--- config.mk ---
export PLATFORM = sky130hd
export DESIGN_NAME = intflag_gen
export DESIGN_NICKNAME = d
export VERILOG_FILES = /design/src/rtl/intflag_pkg.sv /design/src/rtl/intflag_carry.sv /design/src/rtl/intflag_ovf.sv /design/src/rtl/intflag_cond.sv /design/src/rtl/intflag_gen.sv
export SDC_FILE = /design/constraint.sdc
export NUM_CORES = 1
export LEC_CHECK = 0
export BUFFER_PORTS_ARGS = -buffer_cell sky130_fd_sc_hd__buf_4
export CORE_MARGIN = 5
export CORE_UTILIZATION = 25
export CTS_CLUSTER_DIAMETER = 40
export DETAILED_ROUTE_END_ITERATION = 10
export PLACE_DENSITY = 0.57
export SYNTH_ARGS = -nofsm -noshare
export SYNTH_HDL_FRONTEND = slang
export SYNTH_HIERARCHICAL = 1
export SYNTH_SLANG_ARGS = --single-unit
--- constraint.sdc ---
create_clock -name clk -period 2.9 [get_ports clk]
set_input_delay 0 -clock clk [delete_from_list [all_inputs] [get_ports clk]]
set_output_delay 0 -clock clk [all_outputs]
set_load 0.01 [all_outputs]
--- src/rtl/intflag_pkg.sv ---
package intflag_pkg;

    typedef struct packed {
        logic       vld;
        logic       ca;
        logic       ca32;
        logic       ov;
        logic       ov32;
        logic       so;
        logic [3:0] cr;
    } flag_state_t;

    localparam flag_state_t FLAG_RESET = '{vld: 1'b0, ca: 1'b0, ca32: 1'b0,
                                           ov: 1'b0, ov32: 1'b0, so: 1'b0,
                                           cr: 4'b0000};

endpackage

--- src/rtl/intflag_carry.sv ---
module intflag_carry #(
    parameter int XLEN = 64
) (
    input  logic [XLEN-1:0] op_a,
    input  logic [XLEN-1:0] op_b,
    input  logic [XLEN-1:0] res,
    input  logic            is_add,
    output logic            ca,
    output logic            ca32
);
    localparam int HALF   = XLEN / 2;
    localparam int NUM_OP = 2;

    logic [NUM_OP-1:0][XLEN-1:0] ops;
    logic [NUM_OP-1:0]           gt_full;
    logic [NUM_OP-1:0]           gt_half;

    assign ops[0] = op_a;
    assign ops[1] = op_b;

    // One unsigned comparator pair per operand
    for (genvar g = 0; g < NUM_OP; g++) begin : g_cmp
        assign gt_full[g] = ops[g] > res;
        assign gt_half[g] = ops[g][HALF-1:0] > res[HALF-1:0];
    end

    always_comb begin
        ca = |gt_full;
        if (is_add) begin
            // carry into bit HALF recovered from the sum bit
            ca32 = res[HALF] ^ op_a[HALF] ^ op_b[HALF];
        end else begin
            ca32 = |gt_half;
        end
    end

endmodule

--- src/rtl/intflag_ovf.sv ---
module intflag_ovf #(
    parameter int XLEN = 64
) (
    input  logic [XLEN-1:0] op_a,
    input  logic [XLEN-1:0] op_b,
    input  logic [XLEN-1:0] res,
    input  logic            div_ok,
    input  logic            div_val,
    output logic            ov,
    output logic            ov32
);
    localparam int HALF = XLEN / 2;

    logic sgn_full_ov;
    logic sgn_half_ov;

    assign sgn_full_ov = (op_a[XLEN-1] == op_b[XLEN-1]) && (res[XLEN-1] != op_a[XLEN-1]);
    assign sgn_half_ov = (op_a[HALF-1] == op_b[HALF-1]) && (res[HALF-1] != op_a[HALF-1]);

    always_comb begin
        if (div_ok) begin
            ov   = div_val;
            ov32 = div_val;
        end else begin
            ov   = sgn_full_ov;
            ov32 = sgn_half_ov;
        end
    end

endmodule

--- src/rtl/intflag_cond.sv ---
module intflag_cond #(
    parameter int XLEN = 64
) (
    input  logic [XLEN-1:0] res,
    input  logic            so_in,
    output logic [3:0]      cr
);
    logic is_neg;
    logic is_zero;
    logic is_pos;

    assign is_neg  = res[XLEN-1];
    assign is_zero = (res == '0);
    assign is_pos  = !is_neg && !is_zero;

    assign cr = {is_neg, is_pos, is_zero, so_in};

endmodule

--- src/rtl/intflag_gen.sv ---
module intflag_gen
    import intflag_pkg::*;
#(
    parameter int XLEN = 64
) (
    input  logic            clk,
    input  logic            rst_n,
    input  logic            in_valid,
    input  logic [XLEN-1:0] src_a,
    input  logic [XLEN-1:0] src_b,
    input  logic [XLEN-1:0] imm_data,
    input  logic            imm_ok,
    input  logic            inv_a,
    input  logic [XLEN-1:0] result,
    input  logic            is_add,
    input  logic            carry_en,
    input  logic [1:0]      carry_done,
    input  logic            ov_en,
    input  logic            divov_ok,
    input  logic            divov_val,
    input  logic            rec_en,
    output logic            out_valid,
    output logic            ca,
    output logic            ca32,
    output logic            ov,
    output logic            ov32,
    output logic            so,
    output logic [3:0]      cr
);
    flag_state_t     flags_d, flags_q;
    logic [XLEN-1:0] opa_d, opb_d;
    logic            ca_c, ca32_c, ov_c, ov32_c;
    logic            so_d;
    logic [3:0]      cr_c;

    // Operand preparation
    assign opa_d = inv_a  ? ~src_a   : src_a;
    assign opb_d = imm_ok ? imm_data : src_b;

    intflag_carry #(.XLEN(XLEN)) i_carry (
        .op_a   (opa_d),
        .op_b   (opb_d),
        .res    (result),
        .is_add (is_add),
        .ca     (ca_c),
        .ca32   (ca32_c)
    );

    intflag_ovf #(.XLEN(XLEN)) i_ovf (
        .op_a    (opa_d),
        .op_b    (opb_d),
        .res     (result),
        .div_ok  (divov_ok),
        .div_val (divov_val),
        .ov      (ov_c),
        .ov32    (ov32_c)
    );

    // Summary bit as written by this operation feeds the condition field
    assign so_d = (in_valid && ov_en) ? (flags_q.so | ov_c) : flags_q.so;

    intflag_cond #(.XLEN(XLEN)) i_cond (
        .res   (result),
        .so_in (so_d),
        .cr    (cr_c)
    );

    always_comb begin
        flags_d     = flags_q;
        flags_d.vld = in_valid;
        if (in_valid) begin
            if (carry_en) begin
                if (!carry_done[0]) flags_d.ca   = ca_c;
                if (!carry_done[1]) flags_d.ca32 = ca32_c;
            end
            if (ov_en) begin
                flags_d.ov   = ov_c;
                flags_d.ov32 = ov32_c;
            end
            flags_d.so = so_d;
            if (rec_en) flags_d.cr = cr_c;
        end
    end

    always_ff @(posedge clk) begin
        if (!rst_n) flags_q <= FLAG_RESET;
        else        flags_q <= flags_d;
    end

    assign out_valid = flags_q.vld;
    assign ca        = flags_q.ca;
    assign ca32      = flags_q.ca32;
    assign ov        = flags_q.ov;
    assign ov32      = flags_q.ov32;
    assign so        = flags_q.so;
    assign cr        = flags_q.cr;

    // strobe timing
    a_r10_valid_follows: assert property (@(posedge clk) disable iff (!rst_n)
        in_valid |=> out_valid);
    a_r10_valid_only: assert property (@(posedge clk) disable iff (!rst_n)
        !in_valid |=> !out_valid);
    // carry held when not enabled
    a_r10_ca_hold: assert property (@(posedge clk) disable iff (!rst_n)
        !(in_valid && carry_en) |=> $stable(ca) && $stable(ca32));
    // already-written carry is left alone
    a_r9_ca_kept: assert property (@(posedge clk) disable iff (!rst_n)
        (in_valid && carry_en && carry_done[0]) |=> $stable(ca));
    // sticky summary
    a_r7_so_sticky: assert property (@(posedge clk) disable iff (!rst_n)
        so |=> so);
    a_r7_ov_sets_so: assert property (@(posedge clk) disable iff (!rst_n)
        (in_valid && ov_en) |=> (!ov || so));
    // divide overflow drives both overflow bits
    a_r6_div_override: assert property (@(posedge clk) disable iff (!rst_n)
        (in_valid && ov_en && divov_ok) |=> (ov == ov32) && (ov == $past(divov_val)));
    // exactly one of neg/pos/zero, summary in bit 0
    a_r8_cr_shape: assert property (@(posedge clk) disable iff (!rst_n)
        (in_valid && rec_en) |=> ($countones(cr[3:1]) == 1) && (cr[0] == so));

endmodule

# After elaboration in Yosys (flattened, before gate mapping)
# Index checks and enable logic that the tools add are counted.
[word_totals]
register_bits = 10
word_cells = 40
latch_bits = 0
memories = 0
mem_bits_ro = 0
ram_bits = 0
[classes]
n_eq_ne = 4
multipliers = 0
div_mod_pow = 0
addsub = 0
shift = 0
n_lt_le_gt_ge = 4
n_mux = 6
n_reduce_logical = 13
n_bitwise = 6
[op_table]
columns = ["cell", "count"]
rows = [
  ["$gt A64 B64 Y1", 2],
  ["$mux W64", 2],
  ["$gt A32 B32 Y1", 2],
  ["$logic_not A64 Y1", 1],
  ["$not A64 Y64", 1],
  ["$reduce_and A3 Y1", 2],
  ["$logic_and A1 B1 Y1", 4],
  ["$mux W1", 4],
  ["$reduce_and A2 Y1", 2],
  ["$reduce_or A2 Y1", 2],
  ["$eq A1 B1 Y1", 2],
  ["$logic_not A1 Y1", 2],
  ["$ne A1 B1 Y1", 2],
  ["$not A1 Y1", 2],
  ["$xor A1 B1 Y1", 2],
  ["$or A1 B1 Y1", 1],
]

# Logic depth before layout (Yosys ltp)
# Gate-level depths: netlist of the first run.
[logic_depth]
depth_word = 7
ltp_mapped = 13

# Hierarchy
# The synthesis of the first run kept the hierarchy.
[by_module_without_submodules]
columns = ["module", "seq_area_each_um2", "n_inst", "area_per_inst_um2", "cells_per_inst"]
rows = [
  ["intflag_carry", 0.0, 1, 3007.9, 400],
  ["intflag_gen", 200.2, 1, 2120.8, 183],
  ["intflag_cond", 0.0, 1, 196.4, 26],
  ["intflag_ovf", 0.0, 1, 55.1, 8],
]

# Worst setup path after synthesis of the first run
# OpenSTA, ideal clock, no wires.
[synth_path]
kind = "in2reg"
startpoint = "input port imm_ok"
endpoint = "register flags_q, in the netlist ca"
required_ns = 2.781
setup_time_ns = 0.119
path_slack_ns = 0.399
path_stages = 13
t_arrival_ns = 2.382
cell_sequence = "buf_6 > buf_12 > mux2_4 > ha_1 > a21oi_1 > nand2_1 > a221o_1 > or3_1 > a21oi_1 > a21oi_1 > a211o_1 > nand2_1 > mux2i_1"
[synth_via]
elab_chain_cells = 3
[synth_rtl]
columns = ["item", "line_no", "rtl"]
rows = [
  ["from (decl)", "intflag_gen.sv:12", "input logic imm_ok,"],
  ["$mux W64", "intflag_gen.sv:38", "assign opb_d = imm_ok ? imm_data : src_b;"],
  ["net opb_d[14]", "intflag_gen.sv:31", "logic [XLEN-1:0] opa_d, opb_d;"],
  ["$gt A64 B64 Y1", "intflag_carry.sv:23", "assign gt_full[g] = ops[g] > res;"],
  ["$reduce_or A2 Y1", "intflag_carry.sv:28", "ca = |gt_full;"],
  ["net ca_c", "intflag_gen.sv:32", "logic ca_c, ca32_c, ov_c, ov32_c;"],
  ["to (signal assigned)", "intflag_gen.sv:87", "else flags_q <= flags_d;"],
  ["to (decl)", "intflag_gen.sv:30", "flag_state_t flags_d, flags_q;"],
]
# The timed path passes the listed nets, and every way through them passes these cells.
# A chain may end at the register's enable or synchronous reset.

# Worst setup path after layout of the first run
# Same ends and word-level chain as after synthesis.

==> results.cfg, run 1 <==
[logic_synthesis]
synth_enable_flop_cells = 0
syn_nets = 1014
syn-cell-area_um2 = 5380
avgSynthCellArea_um2 = 8.72
synthCells = 617
yosysWarnings = 6
ys_ff_latch = 10
synthFlopType = dfxtp_1
ys_types = 47
synth-seq-area-share_pct = 3.72
synthArstFlopShare_pct = 0

[drt]
dr_total_vias = 5412
drt_iter0_markers = 155
drcViolationCount = 0
wire_per_inst_um = 16.6
wirelength_mm = 19.5
avgViaCountPerCell = 4.60
ant_nets = 0
drtPass1Iterations = 4

[critical_path]
path_depth = 14
cp_num_buf_inv = 3
path_delay_family = compound AO/OA/AOI/OAI gates
cp_common_cell = buf_12
cp-end-kind = flop
arrival_ns = 2.77
path_cells = buf_4 -> buf_12 -> buf_12 -> mux2_4 -> ha_1 -> a21oi_1 -> o21ai_0 -> a22oi_1 -> o211ai_1 -> a221oi_1 -> a31oi_1 -> a211o_1 -> nand2_1 -> mux2i_1
start_kind = input pin
cp_max_fo = 11
r2r-start = so
critPathSlowestCell = a221oi_1
required_ns = 3.02
criticalPathCategory = in2reg
endpoint = ca
slowest_delay_ns = 0.40
cp-startpoint = imm_ok
reg2reg_depth = 3
r2r_setup_slack_ns = 1.97
worstReg2RegEnd = cr[0]

[timing]
rsz0062_at_grt = no
finalCritPeriodShare_pct = 91.3
slew-limit-headroom_pct = 56.7
clock.fmax_ghz = 0.378
tns_ns = 0
slew_viol_final = 0
finalHoldViolCount = 0
skew_ns = 0.000267
setup_violations = 0
worstMarginPinSlew_ns = 0.648
setup_slack_ns = 0.253
fin_crit_ns = 2.65

[final_layout]
antenna_cells = 0
finalNonFillerCells = 1177
nets = 1300
drive_gt1_share_pct = 41.7
finalInstanceArea_um2 = 7890
area_growth_syn_to_layout_pct = 46.7

[placement]
dp_hpwl_mm = 17.9
routabilityCongestion = 0.863
placed_cell_area_um2 = 7800
place_ws_ns = 0.00586
numPortBuffers = 278
dp.cells = 1173

[pwr]
p_leak_nw = 4.25
ir_drop_v = 0.000136
power.density_nw_per_um2 = 202

[global_route]
grt_pass1_vias = 5752
grt_antenna_before_repair = 0
grt.busiest_layer = met2
grt_util_all_layers_pct = 14.8
grt_overflow = 0
grtUsageMet2_pct = 27.5
grt_first_pass_wirelength_mm = 29.3
use_met3_pct = 2.65
grtUsageMet1_pct = 18.6
grt_max_degree = 34

[job]
drv_cap = 0

[floorplanning]
die_w_um = 157
core_area_um2 = 21100
die_y_um = 157
initial_core_util_pct = 25.5
dieArea_um2 = 24600
ios = 279
row_count = 53

[min_path]
hold_depth = 2
min_path_type = in2reg

[cts]
cts_tree = built
ctsResizeCount = 0
path_clk_slew_ns = 0.04
clockBufferDepth = 2
h-tree-depth = 1
worstSkewPairLatency_ns = 0.24
cts-root-buf = clkbuf_16
cts_hold_buf = 0
cts_setup_buffers = 0
cts_buffers = 3
cts.sink_count = 10

[run_status]
status = finished clean
## logic make-up (layout without fill, tap and decap cells)
family	Yosys count	count (layout)	synth area share, %
adders and majority gates	128	128	29.8
xor gates and xnor gates	65	65	10.6
muxes	66	66	18.0
DFF	10	10	3.72
buffers and inverters	88	373	9.30
AOI/OAI and AO/OA	116	116	13.5
and+or+nand+nor	144	144	15.2
## worst min path at each step
stage               startpoint    end  slack, ns
finish                   rst_n  cr[2]       0.08
global route             rst_n  cr[2]       0.09
CTS                      rst_n  cr[2]       0.08
detailed placement       rst_n  cr[2]       0.33
global placement         rst_n  cr[0]       0.33
floorplan                rst_n   ca32       0.15
## cell usage in the layout (no fill, tap or decap), types with 2 or more instances in the layout
cell	instances
a211o_1	2
a211oi_1	5
a21boi_0	8
a21o_1	10
a21oi_1	50
a221o_1	2
a221oi_1	5
a22oi_1	2
a31oi_1	3
and2_1	3
and3_1	7
and4_1	4
buf_12	5
buf_4	296
clkbuf_16	3
dfxtp_1	10
ha_1	128
inv_1	68
mux2_2	4
mux2_4	60
mux2i_1	2
nand2_1	37
nand3_1	18
nand3b_1	4
nand4_1	23
nor2_1	12
nor2b_1	4
nor3_1	3
nor4_1	18
nor4_2	5
o211ai_1	3
o21a_1	6
o21ai_0	14
or3b_1	2
xor2_1	65
## synth_stat cells (2+ instances only)
master    count  share of area (%)
o211ai_1      3               0.42
and2_1        3               0.35
a21oi_1      50                4.7
a211o_1       2               0.33
a31oi_1       3               0.35
nand2_1      37                2.6
buf_6         7                1.5
inv_1        68                4.7
nor2_1       12               0.84
nand3_1      18                1.7
dfxtp_1      10                3.7
nand4_1      23                2.7
buf_4         5               0.70
a22oi_1       2               0.28
nor2b_1       4               0.47
and3_1        7               0.81
a21o_1       10                1.4
mux2i_1       2               0.37
o21a_1        6               0.84
or3b_1        2               0.33
a221oi_1      5               0.81
buf_12        6                2.2
nor3_1        3               0.28
and4_1        4               0.65
a21boi_0      8                1.1
xor2_1       65                 11
a221o_1       2               0.37
mux2_2        4               0.84
o21ai_0      14                1.3
a211oi_1      5               0.70
nand3b_1      4               0.56
mux2_4       60                 17
nor4_1       18                2.1
ha_1        128                 30
nor4_2        5                1.2
## layer usage
metal | vias up | routed length, µm
met2 | 170 | 9620
met1 | 2408 | 8410
li1 | 2832 | -
met4 | 0 | 29
met5 | - | 0
met3 | 2 | 1440
## final cells by class
| type | instances | area, µm² |
|---|---|---|
| repair buffers | 301 | 2320 |
| clock buffers | 4 | 88.8 |
| fillers | 2194 | 13200 |
| well taps | 275 | 344 |
| inverters | 68 | 255 |
| flip-flops and latches | 10 | 200 |
| multi-input cells | 519 | 4680 |
## metrics by stage
step | hold WS (ns) | power, mW | util, %
after detailed placement | 0.328 | 1.33 | 37.0
after global placement | 0.330 | 1.32 | 37.0
after CTS | 0.0786 | 1.62 | 37.4
final | 0.0783 | 1.59 | 37.4
after global routing | 0.0863 | 1.76 | 37.4
after floorplan | 0.150 | 0.835 | -
## state kept, by name, summed over array words and instances, names as in the netlist
| name | flops |
|---|---|
| cr | 4 |
| ca | 1 |
| ca32 | 1 |
| out_valid | 1 |
| ov | 1 |
| ov32 | 1 |
| so | 1 |
## worst register-to-register path: cells and delay by family, from the launching register on
family	cells	cell delay, ns
flops	1	0.30
simple gates	1	0.14
compound gates	2	0.38
## power breakdown
part / internal (mW) / switching [mW] / leakage (nW)
combinational: 0.648 / 0.520 / 4.12
sequential: 0.144 / 0.00286 / 0.0817
clock: 0.208 / 0.0716 / 0.0442
total: 1.00 / 0.594 / 4.25
No activity file was read; power rests on OpenSTA's default activity.
==> run 2: changes to the inputs <==
--- a/config.mk
+++ b/config.mk
@@ -5,6 +5,7 @@
 export SDC_FILE = /design/constraint.sdc
 export NUM_CORES = 1
 export LEC_CHECK = 0
+export ABC_CLOCK_PERIOD_IN_PS = 2900
 export BUFFER_PORTS_ARGS = -buffer_cell sky130_fd_sc_hd__buf_4
 export CORE_MARGIN = 5
 export CORE_UTILIZATION = 25
==> constraint.sdc (replaced) <==
create_clock -name clk -period 2.9 [get_ports clk]
set_input_delay 0.145 -clock clk [delete_from_list [all_inputs] [get_ports clk]]
set_output_delay 0.145 -clock clk [all_outputs]
set_load 0.01 [all_outputs]
==> run 2 against run 1 <==
Power decreased by 0.37%. Non-clock buffer count rose by 3. Maximum frequency fell by 0.63%. Count of clock-buffer cells in the layout unchanged. Sequential share of layout area about the same. Combinational power about the same. Largest power group unchanged.
==> results.cfg, run 2 (synthesized netlist as in run 1, its figures left out) <==
[timing]
timing.hold.ws_ns = 0.228
finalHoldViolCount = 0
worstMarginPinSlew_ns = 0.480
slew-limit-headroom_pct = 67.7
rsz0062_at_grt = no
setup_violations = 0
clock.fmax_ghz = 0.375
fin_crit_ns = 2.66
skew_ns = 0.0000487
slew_viol_final = 0
finalCritPeriodShare_pct = 91.8

[cts]
worstSkewPairLatency_ns = 0.23
path_clk_slew_ns = 0.04
cts_setup_buffers = 0
cts-root-buf = clkbuf_16
ctsResizeCount = 0
cts.sink_count = 10
clockBufferDepth = 2
cts_buffers = 3
cts_hold_buf = 0
cts_tree = built
h-tree-depth = 1

[final_layout]
nets = 1303
fillers = 2200
layout_commonest_cell = buf_4
antenna_cells = 0
largest_reg_flops = 4
mostFrequentLayoutCells = buf_4 (299), ha_1 (128), inv_1 (68), xor2_1 (65), mux2_4 (60)
finalInstanceArea_um2 = 7910
area_growth_syn_to_layout_pct = 47.1
seq_area_um2 = 200
drive_gt1_share_pct = 41.9
multi_input_area_um2 = 4680

[global_route]
grt_util_all_layers_pct = 15.1
grt_pass1_vias = 5845
grt_overflow = 0
grt_first_pass_wirelength_mm = 30.0
grt_antenna_before_repair = 0
grt_max_degree = 32

[min_path]
min_path_type = in2reg
min_to = cr[3]
min_from = rst_n
hold_depth = 2

[pwr]
ir_drop_v = 0.000170
power.density_nw_per_um2 = 201
p_leak_nw = 4.26

[floorplanning]
core_area_um2 = 21100
dieArea_um2 = 24600
row_count = 53
ios = 279
die_w_um = 157
die_y_um = 157
initial_core_util_pct = 25.5

[critical_path]
r2r-start = so
r2r_setup_slack_ns = 1.97
required_ns = 3.02
path_cells = buf_4 -> buf_12 -> mux2_4 -> ha_1 -> a21o_1 -> a221o_1 -> a221oi_1 -> o21ai_1 -> a21oi_1 -> a21oi_1 -> a211o_1 -> nand2_1 -> mux2i_1
cp-end-kind = flop
arrival_ns = 2.79
cp_common_cell = a21oi_1
reg2reg_depth = 3
cp_max_fo = 21
worstReg2RegEnd = cr[0]
criticalPathCategory = in2reg
critPathSlowestCell = mux2_4
slowest_delay_ns = 0.32
start_kind = input pin

[drt]
wire_per_inst_um = 16.6
avgViaCountPerCell = 4.61
drtPass1Iterations = 5
ant_nets = 0
drcViolationCount = 0
wirelength_mm = 19.6
drt_iter0_markers = 123
dr_total_vias = 5439

[placement]
routabilityCongestion = 0.820
placed_cell_area_um2 = 7820
dp_hpwl_mm = 18.0
numPortBuffers = 278

[run_status]
status = finished clean

[job]
drv_cap = 0
-- run 2: changes by cell type in the layout (fill, tap and decap cells not counted) --
cell   delta
buf_4     +3
-- run 2: critical path, delay by kind of cell --
kind | cells | cell delay (ns)
AO/OA/AOI/OAI | 7 | 1.43
AND/OR/NAND/NOR | 1 | 0.06
buffers and inverters | 2 | 0.46
adder cells (fa/ha/maj) | 1 | 0.31
multiplexers | 2 | 0.38
-- run 2: area by class of cell --
cell class,count,area share (%)
repair buffers,304,29.6
well taps,275,4.35
clock buffers,4,1.12
multi-input cells,519,59.1
flip-flops and latches,10,2.53
inverters,68,3.23
-- run 2: worst max path at each step --
stage / start / endpoint / slack, ns
5_1_grt: imm_ok / ca / 0.02
2_1_floorplan: imm_ok / ca / 0.25
4_1_cts: imm_ok / ca / 0.19
3_3_place_gp: inv_a / ca / -0.04
6_report: imm_ok / ca / 0.24
3_5_place_dp: imm_ok / ca / -0.06
-- run 2: metal layers --
metal | wire, µm | vias up | GRT usage [%]
met3 | 1320 | 10 | 2.54
li1 | - | 2846 | -
met2 | 9680 | 178 | 28.0
met5 | 0 | - | 0
met4 | 221 | 0 | 1.94
met1 | 8350 | 2405 | 18.7
-- run 2: report_power, final --
part	switching [mW]	total, mW	internal [mW]
Sequential	0.00296	0.148	0.145
Combinational	0.520	1.17	0.649
Clock	0.0646	0.272	0.207
Total	0.588	1.59	1.00
-- run 2: per-stage QoR --
stage	worst slack [ns]	power [mW]	setup TNS, ns	utilization (%)	cells
2_1_floorplan	0.254	0.835	0	-	617
3_3_place_gp	-0.0401	1.32	-0.0644	37.1	1176
3_5_place_dp	-0.0598	1.33	-0.103	37.1	1176
4_1_cts	0.194	1.61	0	37.5	1180
5_1_grt	0.0204	1.76	0	37.5	1180
6_report	0.236	1.59	0	37.5	1180
